**src/rtl/alst_pkg.sv**
```systemverilog
package alst_pkg;

    localparam int DATA_W      = 8;
    localparam int ADDR_W      = 3;
    localparam int NUM_LATCHED = 3;

    typedef enum logic [ADDR_W-1:0] {
        A_STAT_A = 3'd0,
        A_STAT_B = 3'd1,
        A_INFO   = 3'd2,
        A_SYNC   = 3'd3,
        A_IEN_A  = 3'd4,
        A_IEN_B  = 3'd5
    } reg_addr_e;

    // State of one latched register, one bit per source.
    typedef struct packed {
        logic [DATA_W-1:0] sticky;  // captured condition
        logic [DATA_W-1:0] armed;   // refreshed, awaiting clearing write
        logic [DATA_W-1:0] held;    // host-visible copy
        logic [DATA_W-1:0] chg;     // pending alarm change request
    } lreg_t;

    function automatic logic [DATA_W-1:0] merge_sel(
        input logic [DATA_W-1:0] oldv,
        input logic [DATA_W-1:0] sel,
        input logic [DATA_W-1:0] newv
    );
        return (oldv & ~sel) | (newv & sel);
    endfunction

endpackage

```
**src/rtl/alst_edge_det.sv**
```systemverilog
module alst_edge_det #(
    parameter int W = 8
) (
    input  logic         clk,
    input  logic         rst,
    input  logic [W-1:0] lvl_i,
    output logic [W-1:0] chg_o
);

    logic [W-1:0] prev_q;

    always_ff @(posedge clk) begin
        if (rst) prev_q <= '0;
        else     prev_q <= lvl_i;
    end

    assign chg_o = lvl_i ^ prev_q;

endmodule

```
**src/rtl/alst_latch_reg.sv**
```systemverilog
module alst_latch_reg
    import alst_pkg::*;
#(
    parameter logic [DATA_W-1:0] LEVEL_MASK = '0
) (
    input  logic              clk,
    input  logic              rst,
    input  logic [DATA_W-1:0] src_i,
    input  logic              wr_i,
    input  logic [DATA_W-1:0] wdata_i,
    output logic [DATA_W-1:0] held_o,
    output logic [DATA_W-1:0] pend_o
);

    lreg_t             st_q, st_d;
    logic [DATA_W-1:0] edge_w;
    logic [DATA_W-1:0] refresh;
    logic [DATA_W-1:0] clr;
    logic [DATA_W-1:0] avail;

    alst_edge_det #(.W(DATA_W)) u_edge (
        .clk   (clk),
        .rst   (rst),
        .lvl_i (src_i & LEVEL_MASK),
        .chg_o (edge_w)
    );

    always_comb begin
        refresh      = wr_i ? (wdata_i & ~st_q.armed) : '0;
        clr          = wr_i ? (wdata_i &  st_q.armed) : '0;
        avail        = st_q.sticky | src_i;
        // a set in the clearing cycle wins over the clear
        st_d.sticky  = (st_q.sticky & ~clr) | src_i;
        st_d.held    = merge_sel(st_q.held, refresh, avail);
        st_d.armed   = merge_sel(st_q.armed & ~clr, refresh, avail);
        st_d.chg     = (st_q.chg & ~clr) | edge_w;
    end

    always_ff @(posedge clk) begin
        if (rst) st_q <= '0;
        else     st_q <= st_d;
    end

    assign held_o = st_q.held;
    assign pend_o = (st_q.sticky & ~LEVEL_MASK) | (st_q.chg & LEVEL_MASK);

    // any present source is latched at the next edge
    a_r5_set_wins: assert property (@(posedge clk) disable iff (rst)
        (|src_i) |=> ((st_q.sticky & $past(src_i)) == $past(src_i)));

    // bits written as zero keep their read copy
    a_r3_zero_bits_hold: assert property (@(posedge clk) disable iff (rst)
        wr_i |=> (((st_q.held ^ $past(st_q.held)) & ~$past(wdata_i)) == '0));

    // without a write the read copy never moves
    a_r3_idle_hold: assert property (@(posedge clk) disable iff (rst)
        !wr_i |=> $stable(st_q.held));

    // an armed bit written as one, with no source present, clears
    a_r4_clear: assert property (@(posedge clk) disable iff (rst)
        (wr_i && (|(wdata_i & st_q.armed & ~src_i)))
        |=> ((st_q.sticky & $past(wdata_i & st_q.armed & ~src_i)) == '0));

    // every alarm change leaves a pending request
    a_r10_change_pending: assert property (@(posedge clk) disable iff (rst)
        (|edge_w) |=> ((st_q.chg & $past(edge_w)) == $past(edge_w)));

endmodule

```
**src/rtl/alst_irq_gen.sv**
```systemverilog
module alst_irq_gen #(
    parameter int NR = 3,
    parameter int W  = 8
) (
    input  logic [NR-1:0][W-1:0] pend_i,
    input  logic [NR-1:0][W-1:0] en_i,
    output logic                 int_n_o
);

    logic [NR-1:0] hit;

    for (genvar g = 0; g < NR; g++) begin : g_hit
        assign hit[g] = |(pend_i[g] & en_i[g]);
    end

    assign int_n_o = ~|hit;

endmodule

```
**src/rtl/alst_unit.sv**
```systemverilog
module alst_unit
    import alst_pkg::*;
#(
    parameter logic [DATA_W-1:0] LEVEL_A = 8'h0F,
    parameter logic [DATA_W-1:0] LEVEL_B = 8'h00,
    parameter logic [DATA_W-1:0] LEVEL_I = 8'h03
) (
    input  logic              clk,
    input  logic              rst,
    input  logic [ADDR_W-1:0] addr_i,
    input  logic [DATA_W-1:0] wdata_i,
    input  logic              wr_en_i,
    input  logic              rd_en_i,
    output logic [DATA_W-1:0] rdata_o,
    input  logic [DATA_W-1:0] sa_src_i,
    input  logic [DATA_W-1:0] sb_src_i,
    input  logic [DATA_W-1:0] inf_src_i,
    input  logic [DATA_W-1:0] sync_i,
    output logic              int_n_o
);

    localparam logic [NUM_LATCHED-1:0][DATA_W-1:0] LVL_ARR = {LEVEL_I, LEVEL_B, LEVEL_A};

    logic [NUM_LATCHED-1:0][DATA_W-1:0] src_arr;
    logic [NUM_LATCHED-1:0][DATA_W-1:0] held_arr;
    logic [NUM_LATCHED-1:0][DATA_W-1:0] pend_arr;
    logic [NUM_LATCHED-1:0][DATA_W-1:0] en_arr;
    logic [NUM_LATCHED-1:0]             wr_sel;
    logic [DATA_W-1:0]                  ien_a_q, ien_b_q, rdata_q;

    assign src_arr = {inf_src_i, sb_src_i, sa_src_i};
    // information register has no enable: it never interrupts
    assign en_arr  = {{DATA_W{1'b0}}, ien_b_q, ien_a_q};

    for (genvar g = 0; g < NUM_LATCHED; g++) begin : g_lreg
        assign wr_sel[g] = wr_en_i && (addr_i == ADDR_W'(g));
        alst_latch_reg #(.LEVEL_MASK(LVL_ARR[g])) u_lreg (
            .clk     (clk),
            .rst     (rst),
            .src_i   (src_arr[g]),
            .wr_i    (wr_sel[g]),
            .wdata_i (wdata_i),
            .held_o  (held_arr[g]),
            .pend_o  (pend_arr[g])
        );
    end

    always_ff @(posedge clk) begin
        if (rst) begin
            ien_a_q <= '0;
            ien_b_q <= '0;
        end else if (wr_en_i) begin
            if (addr_i == A_IEN_A) ien_a_q <= wdata_i;
            if (addr_i == A_IEN_B) ien_b_q <= wdata_i;
        end
    end

    always_ff @(posedge clk) begin
        if (rst) begin
            rdata_q <= '0;
        end else if (rd_en_i) begin
            case (reg_addr_e'(addr_i))
                A_STAT_A: rdata_q <= held_arr[0];
                A_STAT_B: rdata_q <= held_arr[1];
                A_INFO:   rdata_q <= held_arr[2];
                A_SYNC:   rdata_q <= sync_i;
                A_IEN_A:  rdata_q <= ien_a_q;
                A_IEN_B:  rdata_q <= ien_b_q;
                default:  rdata_q <= '0;
            endcase
        end
    end

    assign rdata_o = rdata_q;

    alst_irq_gen #(.NR(NUM_LATCHED), .W(DATA_W)) u_irq (
        .pend_i  (pend_arr),
        .en_i    (en_arr),
        .int_n_o (int_n_o)
    );

    // the interrupt is only released by a host write
    a_r9_release_after_write: assert property (@(posedge clk) disable iff (rst)
        $rose(int_n_o) |-> $past(wr_en_i));

    // synchronizer read returns the live input of the read cycle
    a_r7_sync_live: assert property (@(posedge clk) disable iff (rst)
        (rd_en_i && addr_i == A_SYNC) |=> (rdata_o == $past(sync_i)));

    // read data holds while no read is strobed
    a_r12_rdata_hold: assert property (@(posedge clk) disable iff (rst)
        !rd_en_i |=> $stable(rdata_o));

endmodule

```
**config.mk**
```make
export PLATFORM = sky130hd
export DESIGN_NAME = alst_unit
export DESIGN_NICKNAME = d
export VERILOG_FILES = /design/src/rtl/alst_pkg.sv /design/src/rtl/alst_edge_det.sv /design/src/rtl/alst_latch_reg.sv /design/src/rtl/alst_irq_gen.sv /design/src/rtl/alst_unit.sv
export SDC_FILE = /design/constraint.sdc
export NUM_CORES = 1
export LEC_CHECK = 0
export BUFFER_PORTS_ARGS = -buffer_cell sky130_fd_sc_hd__buf_2
export CAP_MARGIN = 20
export CORE_MARGIN = 3
export CORE_UTILIZATION = 32
export CTS_BUF_LIST = sky130_fd_sc_hd__clkbuf_2
export CTS_CLUSTER_DIAMETER = 100
export DETAILED_ROUTE_END_ITERATION = 6
export GPL_ROUTABILITY_DRIVEN = 0
export HOLD_SLACK_MARGIN = 0.02
export PLACE_DENSITY = 0.63
export SLEW_MARGIN = 20
export SYNTH_ARGS = -nofsm -noshare
export SYNTH_HDL_FRONTEND = slang
export SYNTH_SLANG_ARGS = --single-unit
```
**constraint.sdc**
```tcl
create_clock -name clk -period 1.6 [get_ports clk]
set_input_delay 0.16 -clock clk [delete_from_list [all_inputs] [get_ports clk]]
set_output_delay 0.16 -clock clk [all_outputs]
set_load 0.01 [all_outputs]
```
==> results of run 1 <==
-- critical path: stages (launching register included) --
cell	delay (ps)
dfxtp_2	390
a22o_1	240
a221oi_2	240
and4_1	260
buf_2	140
-- cell type report --
| class | instances | area (µm²) |
|---|---|---|
| multi-input combinational | 325 | 2120 |
| inverter | 30 | 116 |
| timing repair buffer | 127 | 946 |
| tap | 176 | 220 |
| clock inverter | 4 | 70.1 |
| clock buffer | 11 | 55.1 |
| sequential | 104 | 2090 |
| fill | 1341 | 7730 |
-- placed cells by master, fill, tap and decap left out, drive strengths merged, types with 11 or more instances in the layout --
cell type | netlist | layout
inv | 28 | 28
buf | 5 | 87
o31ai | 27 | 27
dlygate4sd3 | 0 | 40
dfxtp | 104 | 104
clkbuf | 27 | 11
nand2 | 21 | 21
a21oi | 66 | 66
mux2 | 16 | 16
nor2 | 51 | 51
or4 | 17 | 17
o21ai | 29 | 29
nor3 | 12 | 12
nor4b | 13 | 13
-- report_power, final --
group / internal [µW] / switching (µW) / total (µW)
clock network: 517 / 827 / 1340
logic: 283 / 308 / 591
registers: 2700 / 64.7 / 2760
-- routing by layer --
layer / global-route usage (%) / up-vias / part of all wire (%)
met5: 0 / - / 0
met4: 6.09 / 0 / 2.4
met3: 3.80 / 23 / 4.7
met2: 28.3 / 96 / 50
met1: 19.9 / 1973 / 43
li1: - / 2029 / -
-- final timing paths --
kind / end / slack (ps) / depth (start not counted)
worst max-delay path: int_n_o / -370 / 4
worst min-delay path: rdata_o[3] / 70 / 4
worst max register to register: g_lreg[1].u_lreg.pend_o[7] / 150 / 4
worst min register to register: flip-flop / 490 / 2
-- cell families after synthesis --
kind of cell | count (synthesis) | synth area share [%]
AOI/OAI and AO/OA | 163 | 22.7
and+or+nand+nor | 132 | 16.9
DFF | 104 | 47.2
buffers and inverters | 62 | 5.37
muxes | 26 | 6.93
xor gates and xnor gates | 4 | 0.795
-- per-stage QoR --
step / utilization, % / power [µW] / hold WS [ps]
detailed placement: 37.9 / 3320 / 425
global route: 42.1 / 4920 / 27.2
floorplan: - / 3070 / 289
global placement: 37.9 / 3290 / 414
CTS: 41.9 / 4730 / 31.5
finish: 42.1 / 4700 / 73.8
-- what timing repair did --
action,in CTS,in global routing
hold buffers,40,0
cloned,0,0
endpoints found under the setup margin,1,2
hold endpoints to repair,99,0
pin swaps,1,1
resized for setup,5,8
==> reports/qor.txt, run 1 <==
==========================================================================================
Number of global-route vias before repair                                            4,071
Total number of vias                                                                 4,121
Routed Wire Length                                                               12,200 µm
Worst hold path startpoint                                                       sync_i[3]
Deepest level of the CTS H-tree                                                          3
CTS tree                                                                              done
Worst slack at placement                                                           -100 ps
Top area cells in the synthesized netlist                                     dfxtp_1, a21oi_1, o31ai_1, nor2_1, mux2_2
Worst vdd rail ir drop                                                            0.425 mV
Port Buffer Count                                                                       55
Final #Nets                                                                            644
Worst hold path class                                                            in -> reg
Number of buffers on the longest clock path                                              2
HPWL after detailed placement                                                      9080 µm
Final-report hold violation count                                                        0
CP required                                                                        1440 ps
Crit path kind                                                                  reg -> out
CTS Buf Count                                                                            9
Fraction of layout instances using a drive strength above 1                          22.1%
Min cycle time layout                                                              1970 ps
Failing checks                                                                setup timing
Netlist cell types                                                                      33
FFs w/ async S/R, synth                                                                 0%
Initial DRT Pass Iterations                                                              4
Top cell type's share of synthesized area                                            47.2%
Violation count after the first detailed-route iteration                               222
Initial core utilization                                                             33.0%
Root buffer selected by CTS                                                       clkbuf_2
Area after detailed placement                                                     5050 µm²
Area of all placed cells without fillers                                          5620 µm²
Setup TNS                                                                          -371 ps
Final setup violating endpoints                                                          1
Period utilisation layout                                                             123%
Top-level port count                                                                    56
Total gr overflow                                                                        0
Chip height                                                                         123 µm
Routed Antenna Nets                                                                      0
Static Leak                                                                     0.00211 µW
Cell types with the highest counts after synthesis                            dfxtp_1, a21oi_1, nor2_1, o21ai_0, inv_1
EDFF count, synth                                                                        0
Total instance count after detailed placement                                          722
Post-Synthesis Cell Area                                                          4410 µm²
Transition time of the tightest slew-check pin                                      509 ps
Data arrival at the endpoint of the critical path                                  1810 ps
Number of clock sinks seen by CTS                                                      104
Capturing element type of the critical path                                   primary output
Area of the die                                                                 15,200 µm²
Remaining max-slew budget at the tightest pin                                        66.1%
Result of the run                                                             finished, violations left
Most used standard cell by instance count after synthesis                          dfxtp_1
Wire per inst                                                                      15.7 µm
Total number of yosys warnings                                                           0
Die X                                                                               123 µm
Sequential element share of the synthesized area                                     47.2%
Maximum fanout count along the critical path                                             2
Clock edge transition at the registers on the reported setup and hold paths         260 ps
Wire length of the first global-routing pass                                     19,700 µm
Synth Net Count                                                                        538
Startpoint type of the worst setup path                                          flip-flop
Floorplan row count                                                                     42
Vias per inst                                                                         5.30
Gate count after technology mapping                                                    491
Post-synth top area cell                                                           dfxtp_1
GR Util All Layers                                                                   16.4%
Post-route clock skew                                                              23.8 ps
Non-filler cells, final                                                                777
Crit Reg-Reg Startpoint                                                       g_lreg[1].u_lreg.st_q[23]
Worst setup slack after layout                                                     -371 ps
Max Cap Violations                                                                       0
Maximum number of pins on one net before global-route repair                            48
RSZ-0062 raised after global routing                                                   yes
Layout area overhead                                                                 27.5%
Setup repair bufs after CTS                                                              0
Maximum operating frequency                                                      0.507 GHz
Initial antenna violation count                                                          0
PwrDens                                                                         836 nW/µm²
Source-to-sink clock delay at the later pin of the worst-skew pair                  560 ps
Count of state elements after synthesis                                                104
Mean area per synthesized cell                                                    8.98 µm²
Crit. Startpoint                                                              g_lreg[1].u_lreg.pend_o[2]
Core Footprint                                                                  13,300 µm²
Final Max Slew Viols                                                                     0
Ant diodes                                                                               0
Top flip-flop cell by instance count after synthesis                               dfxtp_1
DRC violation count after routing                                                        0
==========================================================================================
(Power assumes the default switching activity.)
==> run 2: changes to the inputs <==
--- a/config.mk
+++ b/config.mk
@@ -8,13 +8,13 @@
 export BUFFER_PORTS_ARGS = -buffer_cell sky130_fd_sc_hd__buf_2
 export CAP_MARGIN = 20
 export CORE_MARGIN = 3
-export CORE_UTILIZATION = 32
+export CORE_UTILIZATION = 64
 export CTS_BUF_LIST = sky130_fd_sc_hd__clkbuf_2
 export CTS_CLUSTER_DIAMETER = 100
 export DETAILED_ROUTE_END_ITERATION = 6
 export GPL_ROUTABILITY_DRIVEN = 0
 export HOLD_SLACK_MARGIN = 0.02
-export PLACE_DENSITY = 0.63
+export PLACE_DENSITY = 0.95
 export SLEW_MARGIN = 20
 export SYNTH_ARGS = -nofsm -noshare
 export SYNTH_HDL_FRONTEND = slang
==> constraint.sdc (replaced) <==
create_clock -name clk -period 2.5 [get_ports clk]
set_input_delay 0.25 -clock clk [delete_from_list [all_inputs] [get_ports clk]]
set_output_delay 0.25 -clock clk [all_outputs]
set_load 0.01 [all_outputs]
==> run 2 against run 1 <==
Compared with the run above: the flow now finishes without violations; core utilization rose by 38 points; cell area is 7.5% lower; critical path depth is the same; cell count down 16%; first-iteration DRC count up 90%; sequential share of layout area rose by 2.9 points; combinational power down 43%; sequential cell count unchanged; global-route usage rose by 12 points; register-to-register slack better by 900 ps; critical endpoint unchanged; largest power group unchanged.
==> reports/qor.txt, run 2 (synthesis gave the netlist of run 1 again) <==
==========================================================================================
Result of the run                                                             complete, no violations
Startpoint type of the worst setup path                                          flip-flop
Fraction of power spent switching nets                                               27.1%   +1.6 points
Crit path kind                                                                  reg -> out
Number of buffers on the longest clock path                                              2   unchanged
Period utilisation layout                                                            85.6%
Number of clock sinks seen by CTS                                                      104   unchanged
Floorplan row count                                                                     29   -31%
CTS Buf Count                                                                            9   unchanged
Post-route clock skew                                                              19.4 ps   -4.45 ps
Hold buffer count at CTS                                                                33   -18%
Ant diodes                                                                               0   unchanged
Initial DRT Pass Iterations                                                              5   +1
Maximum fanout count along the critical path                                             3   +1
Min cycle time layout                                                              2140 ps
Total number of vias                                                                 4,136   +0.36%
Routed Wire Length                                                               11,000 µm   -9.7%
Total gr overflow                                                                        0   unchanged
Core Footprint                                                                    6490 µm²   -51%
Initial core utilization                                                             67.8%   +35 points
Routed Antenna Nets                                                                      0   unchanged
DRC violation count after routing                                                        0   unchanged
Share of the core filled with cells                                                  80.0%   +38 points
Final #Nets                                                                            614   -4.7%
Number of global-route vias before repair                                            3,792   -6.9%
Switching component of the power                                                    790 µW   -34%
Quantity of gates resized following cts                                                  0   -5
HPWL after detailed placement                                                      7620 µm   -16%
GR Util All Layers                                                                   28.5%   +12 points
Source-to-sink clock delay at the later pin of the worst-skew pair                  580 ps   +20 ps
Area of the die                                                                   7920 µm²   -48%
Clk pwr share                                                                        27.7%   -0.9 points
RSZ-0062 raised after global routing                                                    no
Root buffer selected by CTS                                                       clkbuf_2
Violation count after the first detailed-route iteration                               422   +90%
Capturing element type of the critical path                                   primary output
CP required                                                                        2250 ps   +810 ps
Chip height                                                                        89.0 µm   -28%
Hold Worst Slack                                                                   34.7 ps   -39.1 ps
Most frequent standard cell in the layout excluding fill and tap cells             dfxtp_1
Transition time of the tightest slew-check pin                                      921 ps   +412 ps
Fraction of layout instances using a drive strength above 1                          17.3%   -4.8 points
Setup TNS                                                                             0 ps   +371 ps
Design internal power                                                              2120 µW   -39%
Static Leak                                                                     0.00194 µW   -8.0%
Combinational fraction of design power                                               11.6%   -1.0 points
Clock edge transition at the registers on the reported setup and hold paths         270 ps   about the same
Maximum number of pins on one net before global-route repair                            81   +69%
Vias per inst                                                                         6.37   +20%
Deepest level of the CTS H-tree                                                          3   unchanged
Final-report hold violation count                                                        0   unchanged
Setup repair bufs after CTS                                                              0   unchanged
Wire per inst                                                                      17.0 µm   +8.1%
Initial antenna violation count                                                          0   unchanged
Max Cap Violations                                                                       0   unchanged
Port Buffer Count                                                                       55   unchanged
Die X                                                                              89.0 µm   -28%
PwrDens                                                                         561 nW/µm²   -33%
Final Max Slew Viols                                                                     0   unchanged
Area of all placed cells without fillers                                          5200 µm²   -7.5%
Remaining max-slew budget at the tightest pin                                        37.8%   -28 points
Maximum operating frequency                                                      0.467 GHz
CTS tree                                                                              done
Worst hold path class                                                            in -> reg
Sequential power share                                                               60.7%   +1.9 points
Layout area overhead                                                                 17.9%
Data arrival at the endpoint of the critical path                                  1890 ps   +80 ps
Wire length of the first global-routing pass                                     17,600 µm   -11%
Final setup violating endpoints                                                          0   -1
Worst vdd rail ir drop                                                            0.438 mV   +2.9%
Commonest cells after routing, fill and taps aside                            dfxtp_1, a21oi_1, buf_2
Area after detailed placement                                                     4740 µm²   -6.1%
Top-level port count                                                                    56   unchanged
==========================================================================================
## run 2: stage by stage
step                power, µW  instances  setup slack [ps]
floorplan                1970        491               855
global placement         2070        600               504
detailed placement       2090        600               455
CTS                      2910        649               362
global route             3030        649               223
finish                   2910        649               360
## run 2: final timing paths
kind	endpoint	depth (start not counted)	start	slack, ps
hold reg to reg	flip-flop	2	flip-flop	490
setup reg to reg	rdata_o[1]	3	ien_b_q[1]	1050
setup / recovery	int_n_o	4	ien_b_q[6]	360
hold / removal	rdata_o[6]	3	sync_i[6]	30
## run 2: critical path, stage by stage (launching register included)
cell,delay [ps]
dfxtp_1,390
a22o_1,230
a221oi_1,290
and4_1,260
buf_2,140
## run 2: cell type report
cell class,count,area [µm²]
fill,399,1300
inverter,30,113
tap,77,96.3
timing repair buffer,97,688
sequential,104,2080
clock buffer,9,45.0
clock inverter,7,77.6
multi-input combinational,325,2090
## run 2: power groups by stage
stage | Sequential, µW | Combinational, µW | Clock (µW)
after floorplan | 1790 | 180 | 0
after global placement | 1790 | 279 | 0
after detailed placement | 1800 | 292 | 0
after CTS | 1770 | 332 | 813
after global routing | 1770 | 372 | 883
final | 1770 | 339 | 807
## run 2: per-layer routing
metal | vias to the layer above | share of wire, % | track usage, %
li1 | 1972 | - | -
met1 | 1975 | 41 | 35.0
met2 | 158 | 50 | 48.5
met3 | 31 | 6.0 | 6.73
met4 | 0 | 3.1 | 10.8
met5 | - | 0 | 0
